[config.mk]
export PLATFORM = sky130hd
export DESIGN_NAME = txdesc_dma
export DESIGN_NICKNAME = d
export VERILOG_FILES = /design/src/rtl/txdesc_pkg.sv /design/src/rtl/txd_span_calc.sv /design/src/rtl/txd_burst_plan.sv /design/src/rtl/txd_fifo_stage.sv /design/src/rtl/txdesc_dma.sv
export SDC_FILE = /design/constraint.sdc
export NUM_CORES = 1
export LEC_CHECK = 0
export ABC_AREA = 1
export ABC_CLOCK_PERIOD_IN_PS = 4800
export BUFFER_PORTS_ARGS = -buffer_cell sky130_fd_sc_hd__clkbuf_2
export CAP_MARGIN = 5
export CORE_ASPECT_RATIO = 1.2
export CORE_UTILIZATION = 63
export CTS_BUF_LIST = sky130_fd_sc_hd__clkbuf_8
export DETAILED_ROUTE_END_ITERATION = 7
export PLACE_DENSITY = 0.88
export SLEW_MARGIN = 40
export SYNTH_ARGS = -nofsm -noshare
export SYNTH_HDL_FRONTEND = slang
export SYNTH_SLANG_ARGS = --single-unit
export TNS_END_PERCENT = 50
[constraint.sdc]
create_clock -name clk -period 4.8 [get_ports clk]
set_input_delay 0.72 -clock clk [delete_from_list [all_inputs] [get_ports clk]]
set_output_delay 0.72 -clock clk [all_outputs]
set_load 0.03 [all_outputs]
[src/rtl/txdesc_pkg.sv]
package txdesc_pkg;

   localparam int unsigned WORD_W  = 32;
   localparam int unsigned CW_FE   = 31;
   localparam int unsigned CW_HOLD = 30;
   localparam int unsigned CW_HI   = 29;

   typedef enum logic [3:0] {
      ST_IDLE,
      ST_DREQ,
      ST_DRD,
      ST_SETUP,
      ST_BREQ,
      ST_BRD,
      ST_DONE,
      ST_PARK,
      ST_PREQ,
      ST_PRD,
      ST_EVAL
   } txd_state_e;

endpackage

[src/rtl/txd_span_calc.sv]
module txd_span_calc #(
   parameter int unsigned NO_W = 13
) (
   input  logic [NO_W-1:0] byte_cnt_i,
   input  logic [1:0]      offset_i,
   output logic [NO_W-1:0] n_words_o,
   output logic [3:0]      first_be_o,
   output logic [3:0]      last_be_o
);

   localparam int unsigned SUM_W = NO_W + 2;

   logic [SUM_W-1:0] sum;
   logic [1:0]       last_lane;

   assign sum       = SUM_W'(offset_i) + SUM_W'(byte_cnt_i) + SUM_W'(3);
   assign n_words_o = sum[SUM_W-1:2];
   assign last_lane = sum[1:0];

   for (genvar g = 0; g < 4; g++) begin : g_lane
      assign first_be_o[g] = (2'(g) >= offset_i);
      assign last_be_o[g]  = (2'(g) <= last_lane);
   end

endmodule

[src/rtl/txd_burst_plan.sv]
module txd_burst_plan #(
   parameter int unsigned CNT_W     = 13,
   parameter int unsigned MAX_BURST = 15,
   parameter int unsigned SPACE_W   = 6,
   parameter int unsigned LEN_W     = 4
) (
   input  logic [CNT_W-1:0]   remaining_i,
   input  logic [SPACE_W-1:0] space_i,
   output logic [LEN_W-1:0]   len_o,
   output logic               fits_o
);

   logic [SPACE_W-1:0] len_ext;

   if (CNT_W > LEN_W) begin : g_clip
      assign len_o = (remaining_i > CNT_W'(MAX_BURST)) ? LEN_W'(MAX_BURST)
                                                       : LEN_W'(remaining_i);
   end else begin : g_pass
      assign len_o = (LEN_W'(remaining_i) > LEN_W'(MAX_BURST)) ? LEN_W'(MAX_BURST)
                                                                : LEN_W'(remaining_i);
   end

   assign len_ext = SPACE_W'(len_o);
   assign fits_o  = (space_i >= len_ext);

endmodule

[src/rtl/txd_fifo_stage.sv]
module txd_fifo_stage (
   input  logic        clk,
   input  logic        rst_n,
   input  logic        beat_i,
   input  logic [31:0] data_i,
   input  logic        first_i,
   input  logic        last_i,
   input  logic [3:0]  first_be_i,
   input  logic [3:0]  last_be_i,
   input  logic        fe_flag_i,
   output logic        wr_o,
   output logic [31:0] data_o,
   output logic [3:0]  be_o,
   output logic        fe_o
);

   logic [3:0] be_mask;

   assign be_mask = (first_i ? first_be_i : 4'hF) & (last_i ? last_be_i : 4'hF);

   always_ff @(posedge clk) begin
      if (!rst_n) begin
         wr_o   <= 1'b0;
         data_o <= '0;
         be_o   <= '0;
         fe_o   <= 1'b0;
      end else begin
         wr_o <= beat_i;
         fe_o <= beat_i & last_i & fe_flag_i;
         if (beat_i) begin
            data_o <= data_i;
            be_o   <= be_mask;
         end
      end
   end

   a_r7_fe_on_write : assert property (@(posedge clk) disable iff (!rst_n)
      fe_o |-> wr_o);

   a_r6_lanes_present : assert property (@(posedge clk) disable iff (!rst_n)
      wr_o |-> (be_o != 4'h0));

endmodule

[src/rtl/txdesc_dma.sv]
module txdesc_dma
   import txdesc_pkg::*;
#(
   parameter int unsigned ADDR_W    = 32,
   parameter int unsigned NO_W      = 13,
   parameter int unsigned MAX_BURST = 15,
   parameter int unsigned SPACE_W   = 6,
   localparam int unsigned WA_W     = ADDR_W - 2,
   localparam int unsigned LEN_W    = $clog2(MAX_BURST + 1)
) (
   input  logic               clk,
   input  logic               rst_n,
   input  logic               poll_i,
   input  logic [ADDR_W-1:0]  desc_base_i,
   input  logic               lda_mode_i,
   input  logic [ADDR_W-1:0]  last_addr_i,
   output logic               rd_req_o,
   output logic [WA_W-1:0]    rd_addr_o,
   output logic [LEN_W-1:0]   rd_len_o,
   input  logic               rd_gnt_i,
   input  logic               rd_vld_i,
   input  logic [31:0]        rd_data_i,
   input  logic [SPACE_W-1:0] fifo_space_i,
   output logic               fifo_wr_o,
   output logic [31:0]        fifo_data_o,
   output logic [3:0]         fifo_be_o,
   output logic               fifo_fe_o,
   output logic               irq_fi_o,
   output logic               irq_hi_o
);

   localparam int unsigned CNT_W = NO_W;

   if (MAX_BURST < 3 || MAX_BURST > 15) begin : g_bad_burst
      $error("MAX_BURST must lie in 3..15");
   end
   if (SPACE_W < LEN_W) begin : g_bad_space
      $error("SPACE_W too narrow for a full burst");
   end
   if (ADDR_W > WORD_W || ADDR_W < 4) begin : g_bad_addr
      $error("ADDR_W must lie in 4..32");
   end
   if (NO_W > 29 || NO_W < 2) begin : g_bad_no
      $error("NO_W must lie in 2..29");
   end

   txd_state_e         state;
   logic [ADDR_W-1:0]  cur_addr;
   logic [ADDR_W-1:0]  nxt_addr;
   logic [ADDR_W-1:0]  buf_addr;
   logic               fe_r;
   logic               hold_r;
   logic               hi_r;
   logic [NO_W-1:0]    cnt_r;
   logic [1:0]         widx;
   logic [CNT_W-1:0]   rem;
   logic [WA_W-1:0]    waddr;
   logic [LEN_W-1:0]   blen;
   logic [LEN_W-1:0]   bcnt;
   logic               first_r;

   logic [NO_W-1:0]    n_words;
   logic [3:0]         first_be;
   logic [3:0]         last_be;
   logic [LEN_W-1:0]   plan_len;
   logic               plan_fits;
   logic               beat;
   logic               stop_here;

   txd_span_calc #(.NO_W(NO_W)) u_span (
      .byte_cnt_i (cnt_r),
      .offset_i   (buf_addr[1:0]),
      .n_words_o  (n_words),
      .first_be_o (first_be),
      .last_be_o  (last_be)
   );

   txd_burst_plan #(
      .CNT_W     (CNT_W),
      .MAX_BURST (MAX_BURST),
      .SPACE_W   (SPACE_W),
      .LEN_W     (LEN_W)
   ) u_plan (
      .remaining_i (rem),
      .space_i     (fifo_space_i),
      .len_o       (plan_len),
      .fits_o      (plan_fits)
   );

   assign beat = (state == ST_BRD) && rd_vld_i;

   txd_fifo_stage u_fifo (
      .clk        (clk),
      .rst_n      (rst_n),
      .beat_i     (beat),
      .data_i     (rd_data_i),
      .first_i    (first_r),
      .last_i     (rem == CNT_W'(1)),
      .first_be_i (first_be),
      .last_be_i  (last_be),
      .fe_flag_i  (fe_r),
      .wr_o       (fifo_wr_o),
      .data_o     (fifo_data_o),
      .be_o       (fifo_be_o),
      .fe_o       (fifo_fe_o)
   );

   // read master request
   always_comb begin
      rd_req_o  = 1'b0;
      rd_addr_o = cur_addr[ADDR_W-1:2];
      rd_len_o  = LEN_W'(3);
      unique case (state)
         ST_DREQ: rd_req_o = 1'b1;
         ST_PREQ: begin
            rd_req_o = 1'b1;
            rd_len_o = LEN_W'(2);
         end
         ST_BREQ: begin
            rd_req_o  = plan_fits;
            rd_addr_o = waddr;
            rd_len_o  = plan_len;
         end
         default: ;
      endcase
   end

   assign stop_here = lda_mode_i ? (cur_addr == last_addr_i) : hold_r;

   always_ff @(posedge clk) begin
      if (!rst_n) begin
         state    <= ST_IDLE;
         cur_addr <= '0;
         nxt_addr <= '0;
         buf_addr <= '0;
         fe_r     <= 1'b0;
         hold_r   <= 1'b0;
         hi_r     <= 1'b0;
         cnt_r    <= '0;
         widx     <= '0;
         rem      <= '0;
         waddr    <= '0;
         blen     <= '0;
         bcnt     <= '0;
         first_r  <= 1'b0;
         irq_fi_o <= 1'b0;
         irq_hi_o <= 1'b0;
      end else begin
         irq_fi_o <= 1'b0;
         irq_hi_o <= 1'b0;
         unique case (state)
            ST_IDLE: begin
               if (poll_i) begin
                  cur_addr <= desc_base_i;
                  state    <= ST_DREQ;
               end
            end
            ST_DREQ: begin
               if (rd_gnt_i) begin
                  widx  <= '0;
                  state <= ST_DRD;
               end
            end
            ST_DRD: begin
               if (rd_vld_i) begin
                  widx <= widx + 2'd1;
                  unique case (widx)
                     2'd0: begin
                        fe_r   <= rd_data_i[CW_FE];
                        hold_r <= rd_data_i[CW_HOLD];
                        hi_r   <= rd_data_i[CW_HI];
                        cnt_r  <= rd_data_i[NO_W-1:0];
                     end
                     2'd1: nxt_addr <= rd_data_i[ADDR_W-1:0];
                     default: begin
                        buf_addr <= rd_data_i[ADDR_W-1:0];
                        state    <= ST_SETUP;
                     end
                  endcase
               end
            end
            ST_SETUP: begin
               rem     <= n_words;
               waddr   <= buf_addr[ADDR_W-1:2];
               first_r <= 1'b1;
               state   <= (n_words == '0) ? ST_DONE : ST_BREQ;
            end
            ST_BREQ: begin
               if (rd_req_o && rd_gnt_i) begin
                  blen  <= plan_len;
                  bcnt  <= '0;
                  state <= ST_BRD;
               end
            end
            ST_BRD: begin
               if (rd_vld_i) begin
                  rem     <= rem - CNT_W'(1);
                  waddr   <= waddr + WA_W'(1);
                  first_r <= 1'b0;
                  bcnt    <= bcnt + LEN_W'(1);
                  if (bcnt == blen - LEN_W'(1)) begin
                     state <= (rem == CNT_W'(1)) ? ST_DONE : ST_BREQ;
                  end
               end
            end
            ST_DONE: begin
               irq_fi_o <= fe_r;
               irq_hi_o <= hi_r;
               if (stop_here) begin
                  state <= ST_PARK;
               end else begin
                  cur_addr <= nxt_addr;
                  state    <= ST_DREQ;
               end
            end
            ST_PARK: begin
               if (poll_i) begin
                  if (!lda_mode_i) begin
                     state <= ST_PREQ;
                  end else if (last_addr_i != cur_addr) begin
                     cur_addr <= nxt_addr;
                     state    <= ST_DREQ;
                  end
               end
            end
            ST_PREQ: begin
               if (rd_gnt_i) begin
                  widx  <= '0;
                  state <= ST_PRD;
               end
            end
            ST_PRD: begin
               if (rd_vld_i) begin
                  widx <= widx + 2'd1;
                  if (widx == 2'd0) begin
                     hold_r <= rd_data_i[CW_HOLD];
                  end else begin
                     nxt_addr <= rd_data_i[ADDR_W-1:0];
                     state    <= ST_EVAL;
                  end
               end
            end
            ST_EVAL: begin
               if (hold_r) begin
                  state <= ST_PARK;
               end else begin
                  cur_addr <= nxt_addr;
                  state    <= ST_DREQ;
               end
            end
            default: state <= ST_IDLE;
         endcase
      end
   end

   a_r4_burst_cap : assert property (@(posedge clk) disable iff (!rst_n)
      rd_req_o |-> (rd_len_o >= LEN_W'(1) && rd_len_o <= LEN_W'(MAX_BURST)));

   a_r5_space_ok : assert property (@(posedge clk) disable iff (!rst_n)
      (rd_req_o && state == ST_BREQ) |-> (fifo_space_i >= SPACE_W'(rd_len_o)));

   a_r8_fi_pulse : assert property (@(posedge clk) disable iff (!rst_n)
      irq_fi_o |=> !irq_fi_o);

   a_r9_hi_pulse : assert property (@(posedge clk) disable iff (!rst_n)
      irq_hi_o |=> !irq_hi_o);

   a_r1_req_hold : assert property (@(posedge clk) disable iff (!rst_n)
      (rd_req_o && !rd_gnt_i && state != ST_BREQ) |=> (rd_req_o && $stable(rd_addr_o)));

endmodule

==> results summary, run 1 <==
In this run the deepest clock path goes through 3 buffers. The row count came out at 52. In the synthesized netlist, the number of instances is 1588. The count of buffers from port buffering is 182. Fill cells in the final layout number 1345.

After layout, the worst path uses 85.1% of the clock period. The async set or reset register ratio after synthesis came out at 0%. The worst-case IR drop observed on VDD is 0.000296 V. The height of the die is 147 um. The top-level I/O count came out at 183. The final core utilization is 74.6%. The max-capacitance violation count came out at 0. The floorplan step defined a core boundary enclosing 0.0170 mm^2. The final global-route overflow total came out at 0. Leaving out fill and tap cells, the most frequent cell in the layout is sky130_fd_sc_hd__nor2_1. The final worst slack is 717 ps. Setup repair after global routing left no endpoint under its margin.

The flip-flop and latch count after synthesis came out at 210. The number of diodes came out at 0. The footprint of the multi-input gates came out at 0.00603 mm^2.

The level count of the clock H-tree is 2. The worst path arrival time came out at 3360 ps. The total nets after synthesis came out at 1714. The flow ran to the end, and the final reports show no timing, DRC or antenna violations. The number of global-route vias before repair came out at 10722. The routed layout has 11277 vias. The static leakage power is 0.00539 uW. Among the stages of the critical path, the cell type that occurs most often is sky130_fd_sc_hd__inv_1. The die span in x is 123 um.

The CTS tree is done. Setup violations remaining at the end of the flow were counted as 0. The number of antenna violations at the first check in global routing came out at 1.

In the routed design, unresolved DRC markers number 0. Buffers added to address setup during post-CTS repair amount to 0. Routability-driven placement finished with a final weighted congestion of 0.888. Sequential cells account for 39.3% of the total power. The final layout contains routed wiring with a total length of 31.1 mm.

Summing all placed instances gives a cell area of 0.0121 mm^2. In this run the power density over the cells is 427 mW/mm^2. The min-delay analysis places its worst path in the category register to register.

The final-report hold violation count is 0. The post-route standard cell area excluding fillers came out at 0.0127 mm^2. The total clock buffers created by CTS is 34. The post-synthesis instance area came out at 0.0111 mm^2. The first-pass detailed-route iteration total is 6. The count of routing violations after the opening detailed-route iteration is 921. The required time at the worst-slack endpoint came out at 4080 ps. In the layout the commonest cells are sky130_fd_sc_hd__nor2_1 (283), sky130_fd_sc_hd__nand2_1 (260), sky130_fd_sc_hd__dfxtp_1 (210), sky130_fd_sc_hd__o21ai_0 (193), sky130_fd_sc_hd__clkbuf_2 (181). Between clock sinks in the finished design, the worst skew comes to 14.4 ps. Clock latency on the worst-skew pair, taken at its later pin, is 520 ps.

In the final routed layout, each cell accounts on average for 15.7 um. Combinational logic burns 33.5% of the power. For this configuration, the core starts out at a cell density of 65.1%. Clock-pin slew was measured on the worst setup and hold paths at 60 ps.

The minimum period implied by the final worst setup slack came out at 4080 ps. After synthesis, the netlist uses 58 different library cells. The synthesis-to-finish area growth is 14.5%. The delay contributed by the slowest stage of the critical path came out at 340 ps. Gates resized during post-CTS repair numbered 0. The pin count of the biggest net entering global routing is 133. The share of post-route cells with drive strength above 1 is 18.9%. Traced cell by cell, the critical path runs through nor2_1, inv_1, nor4_1, o311ai_1, nor2_1, inv_1, ha_1, inv_1, a21boi_0, o21ai_0, a21boi_0, o21ai_1, nand2_1, clkbuf_2.

Timing analysis after detailed placement gives a worst setup slack of 1440 ps. The switching fraction of total power is 38.7%. The internal power came out at 3330 uW.

The slowest stage of the critical path belongs to the cell sky130_fd_sc_hd__dfxtp_1. Counting both buffers and inverters, the worst setup path holds a total of 4. The area taken by flip-flops and latches came out at 0.00420 mm^2. The sequential element share of the synthesized area came out at 37.9%.

The worst max-slew margin expressed relative to the limit came out at 45.4%. The first-pass GRT wire length is 50.0 mm. The largest fanout on the critical path came out at 6. The worst setup path is captured at an output pin. The dominant delay contributor by cell family on the critical path is simple AND/OR/NAND/NOR gates.

The critical path is of the register to output pin type. At the pin with the least slew margin, the transition time is 818 ps. The number of enable flip-flop cells after synthesis came out at 0. The worst setup path is launched from a register. The average size of a mapped cell is 6.99 um^2. The total power is 5430 uW. The share of power burned in the clock network is 27.2%. The final HPWL from detailed placement is 21.8 mm. The total number of yosys warnings came out at 0. The sum of negative setup slack came out at 0 ps.

The tree is rooted in a sky130_fd_sc_hd__clkbuf_8. The upper clock frequency limit came out at 0.245 GHz. The global routing usage summed across all routing layers is 34.3%. Once detail routing completed, the nets flagged for antenna violations numbered 0. The cts-stage hold buffer count is 0. The clock net sink count is 210. The full die area is 0.0182 mm^2. In the final design database the tool counted 1865 nets. The power spent charging and discharging nets came out at 2100 uW.

The number of pins exceeding their max-slew limit in the final report is 0. The detailed-route vias per instance is 5.71. The prevailing post-synth register cell is sky130_fd_sc_hd__dfxtp_1.
[layout make-up]
| class | count | area share, % |
|---|---|---|
| Multi-Input combinational cell | 1155 | 47.4 |
| Timing Repair Buffer | 195 | 8.18 |
| Clock buffer | 42 | 4.55 |
| Clock inverter | 13 | 0.433 |
| Inverter | 143 | 4.23 |
| Sequential cell | 210 | 33.1 |
| Tap cell | 216 | 2.12 |
[sequential cells by signal (all words and copies together) (netlist names)]
register and count:
u_fifo.data_o 32, hi_r 1, bcnt 4, fe_r 1, blen 4, u_fifo.be_o 4, u_fifo.wr_o 1, buf_addr 32
irq_hi_o 1, widx 2, rem 13, hold_r 1, nxt_addr 32, u_fifo.fe_o 1, state 4, waddr 30
cur_addr 32, cnt_r 13, irq_fi_o 1, first_r 1
[Yosys cell counts (9+ instances only)]
library cell               instances  share of area [%]
sky130_fd_sc_hd__inv_1           129                4.4
sky130_fd_sc_hd__xnor2_1          28                2.2
sky130_fd_sc_hd__buf_2            20               0.90
sky130_fd_sc_hd__ha_1             17                1.9
sky130_fd_sc_hd__nand2_1         261                8.8
sky130_fd_sc_hd__a21oi_1          74                3.3
sky130_fd_sc_hd__mux2_2           32                3.2
sky130_fd_sc_hd__clkbuf_1         49                1.7
sky130_fd_sc_hd__a31oi_1          11               0.62
sky130_fd_sc_hd__nand3_1          72                3.2
sky130_fd_sc_hd__dfxtp_1         210                 38
sky130_fd_sc_hd__nor2_1          284                9.6
sky130_fd_sc_hd__xor2_1           10               0.79
sky130_fd_sc_hd__o21ai_0         193                8.7
sky130_fd_sc_hd__nor3_1           11               0.50
sky130_fd_sc_hd__nand4_1          19                1.1
sky130_fd_sc_hd__a211oi_1         39                2.6
sky130_fd_sc_hd__inv_2            13               0.44
sky130_fd_sc_hd__o21ai_1           9               0.41
[final timing paths]
kind / from / end / slack, ps / depth (start not counted)
max reg2reg: rem[4] / blen[1] / 1380 / 16
min: buf_addr[4] / buf_addr[4] / 450 / 2
min reg2reg: buf_addr[4] / buf_addr[4] / 450 / 2
max: rem[4] / rd_req_o / 720 / 14
[power groups by stage]
stage / sequential (uW) / combinational [uW] / clock, uW
global route: 2150 / 2010 / 1570
CTS: 2130 / 1800 / 1490
global placement: 2150 / 1730 / 0
floorplan: 2120 / 1370 / 0
finish: 2130 / 1820 / 1480
detailed placement: 2160 / 1790 / 0
[per-stage QoR]
| step | hold slack [ps] | instances |
|---|---|---|
| after floorplan | 420 | 1588 |
| after global placement | 436 | 1917 |
| after detailed placement | 443 | 1919 |
| after CTS | 452 | 1974 |
| after global routing | 469 | 1974 |
| final | 451 | 1974 |
[logic make-up after synthesis]
kind of cell	after synthesis	share of synthesized area, %
simple gates	701	27.2
compound gates	366	18.7
buf+inv	223	7.91
flops	210	37.9
xor+xnor	38	3.00
mux	32	3.24
fa+ha+maj	18	2.10
[worst reg2reg max path, delay by kind of cell, from the launching register on]
kind / cells / cell delay (ps)
DFF: 1 / 340
and+or+nand+nor: 6 / 1500
adders and majority gates: 1 / 280
AOI/OAI and AO/OA: 6 / 950
buffers and inverters: 3 / 210
[layer usage]
metal  vias up  track usage [%]  share of wire [%]
met1      5146             43.1                 42
li1       5554                -                  -
met2       480             57.1                 47
met3        95             5.52                7.3
met4         2             16.1                3.8
met5         -                0              0.058
Note: power is estimated with default switching activity, not from simulation.
==> inputs of run 2 (changes only) <==
Settings changed: REMOVE_ABC_BUFFERS set to 1.
==> run 2 against run 1 <==
Non-clock buffer count shrank 1. Maximum frequency shrank 0.19%. Clock skew grew 6.1 ps. Cell count grew 0.35%. Critical path type unchanged. Highest routed layer is now met4.
==> results summary, run 2 (synthesized netlist as in run 1, its figures left out) <==
The flow ran to the end, and the final reports show no timing, DRC or antenna violations. The count of routing violations after the opening detailed-route iteration came out at 857. The number of antenna violations at the first check in global routing is 0. The global routing usage summed across all routing layers is 33.6%. The height of the die came out at 147 um. For this design, the sink count on the clock tree is 210. STA classifies the critical path startpoint as a register.

Summed over all cells, the static leakage comes to 0.00545 uW. In this run, placement finished with an instance count of 1917. The core region is 0.0170 mm^2. The dominant delay contributor by cell family on the critical path is simple AND/OR/NAND/NOR gates.

The power spent charging and discharging nets came out at 2160 uW. The switching fraction of total power came out at 38.3%. The share of post-route cells with drive strength above 1 is 19.0%. CTS placed an instance of sky130_fd_sc_hd__clkbuf_8 at the clock tree root. The final routed wirelength across all metal layers came out at 30.6 mm. The starting density of the core came out at 65.1%. The number of pins exceeding their max-slew limit in the final report is 0. The row count is 52.

The floorplan step defined a die boundary enclosing 0.0182 mm^2. The library cell used most frequently in the layout, excluding fill and tap cells, is sky130_fd_sc_hd__nor2_1. The power density relative to cell area is 440 mW/mm^2. The internal power came out at 3480 uW.

The total clock buffers created by CTS is 36. The slew at the pin closest to its max-slew limit is 888 ps. The number of buffers inserted to repair setup after CTS came out at 0. At the end of routability-driven placement, the weighted congestion stood at 0.862.

The sequential power share came out at 37.8%. The final-report hold violation count is 0. The synthesis-to-finish area growth is 15.5%.

The required time at the worst-slack endpoint is 4080 ps. The number of failing setup endpoints in the final timing report came out at 0. Counting stages on the worst path, the most repeated cell is sky130_fd_sc_hd__inv_1.

The first-pass detailed-route iteration total is 5. The number of nets in the layout is 1866. The library cells used most frequently in the layout, excluding fill and tap cells, are sky130_fd_sc_hd__nor2_1 (283), sky130_fd_sc_hd__nand2_1 (260), sky130_fd_sc_hd__dfxtp_1 (210), sky130_fd_sc_hd__o21ai_0 (193), sky130_fd_sc_hd__clkbuf_2 (181). The critical path is of the register to output pin type.

The die span in x is 123 um. After clock tree synthesis, the clock-pin slew on the worst setup and hold paths is 60 ps. The largest individual stage delay along the critical path comes from the cell sky130_fd_sc_hd__nor4_1. The portion of the clock cycle consumed by the worst path in the final layout came out at 85.2%.

The total vias in the final route came out at 11244. The worst path arrival time is 3370 ps. The cts-stage hold buffer count came out at 0. The worst path in the final design needs a cycle of 4090 ps, including I/O delays and setup. The H-tree was split into 2 levels. The largest fanout on the critical path came out at 6. The critical path goes through nor2_1, inv_1, nor4_1, o311ai_1, nor2_1, inv_1, ha_1, inv_1, a21boi_0, o21ai_0, a21boi_0, o21ai_1, nand2_1, clkbuf_2. The number of global-route vias before repair is 10713. The delay contributed by the slowest stage of the critical path is 390 ps. Once detailed placement completed, the half-perimeter wirelength came to 20.2 mm. The detailed-route vias per instance is 5.68.

The upper clock frequency limit came out at 0.244 GHz. The first global-routing pass estimated 49.2 mm of wire. The capturing element type of the critical path is an output pin. The relative contribution of combinational cells to total power is 32.6%. The detail route stage leaves a number of antenna-violating nets equal to 0. The path class of the tightest hold or removal check is register to register. The post-route clock skew came out at 20.5 ps. The average routed wire per standard cell is 15.4 um.

The total overflow left after global routing is 0. Post-CTS repair changed the size of 0 cells. Entering global routing, the biggest net connects 133 pins. TritonCTS built the clock tree.

The worst max-slew margin expressed relative to the limit is 40.8%. Across the VDD grid, the largest voltage drop is 0.000323 V. The max-capacitance violation count came out at 0. The count of buffer and inverter cells on the critical path is 4.

For this run, design rule violations remaining after detail routing come to 0. The maximum root-to-sink buffer count came out at 3. The final cell count without fillers came out at 1981. In this run, the clock network consumes 29.7% of the power. Summed over all failing endpoints, the final setup total negative slack is 0 ps. The clock latency of the later-clocked register in the worst-skew pair is 530 ps. The number of diodes came out at 0. The count of buffers from port buffering came out at 182.

The top-level I/O count is 183. Setup repair after global routing left no endpoint under its margin.
## run 2: final cells by class
cell class / instances / area (um^2)
Multi-Input combinational cell: 1155 / 6040
Fill cell: 1366 / 4220
Sequential cell: 210 / 4200
Timing Repair Buffer: 194 / 1030
Clock buffer: 44 / 606
Inverter: 143 / 537
Tap cell: 216 / 270
Clock inverter: 19 / 135
## run 2: worst reg2reg max path, stage by stage (launching register included)
cell                       delay (ps)
sky130_fd_sc_hd__dfxtp_1          340
sky130_fd_sc_hd__nor2_1           260
sky130_fd_sc_hd__inv_1            100
sky130_fd_sc_hd__nor4_1           390
sky130_fd_sc_hd__o311ai_1         310
sky130_fd_sc_hd__nor2_1           190
sky130_fd_sc_hd__inv_1             80
sky130_fd_sc_hd__ha_1             280
sky130_fd_sc_hd__inv_1             40
sky130_fd_sc_hd__a21boi_0         150
sky130_fd_sc_hd__o21ai_0          110
sky130_fd_sc_hd__a21boi_0         170
sky130_fd_sc_hd__o21ai_1          100
sky130_fd_sc_hd__nand2_1          120
sky130_fd_sc_hd__nand2_1           60
sky130_fd_sc_hd__nand2_1          110
sky130_fd_sc_hd__nand3_2          150
sky130_fd_sc_hd__nor2_4           150
sky130_fd_sc_hd__nand2_1           80
sky130_fd_sc_hd__a21oi_2          120
## run 2: per-layer routing
metal	vias to the layer above	track usage, %	share of wire, %
met2	454	58.2	50
met4	0	16.3	3.5
li1	5552	-	-
met3	88	5.79	6.9
met1	5150	39.8	40
met5	-	0	0
## run 2: power by group through the flow
stage,clock network (uW),logic [uW],registers (uW)
2_1_floorplan,0,1290,2130
3_3_place_gp,0,1740,2150
3_5_place_dp,0,1790,2160
4_1_cts,1690,1810,2130
5_1_grt,1770,2010,2150
6_report,1670,1840,2130
## run 2: worst paths after layout
path / from / endpoint / slack (ps) / cells after the start
min reg2reg: buf_addr[31] / buf_addr[31] / 450 / 2
max reg2reg: rem[4] / state[1] / 1430 / 19
min: buf_addr[31] / buf_addr[31] / 450 / 2
max: rem[4] / rd_req_o / 710 / 14
## run 2: through the flow
step | power, uW | util (%) | setup WS [ps] | hold slack, ps | area, um^2
3_5_place_dp | 3950 | 70.7 | 1370 | 438 | 12000
2_1_floorplan | 3420 | - | 873 | 420 | 10800
5_1_grt | 5940 | 75.2 | 437 | 462 | 12800
6_report | 5640 | 75.2 | 709 | 450 | 12800
4_1_cts | 5620 | 75.0 | 735 | 447 | 12800
3_3_place_gp | 3890 | 70.7 | 1500 | 431 | 12000
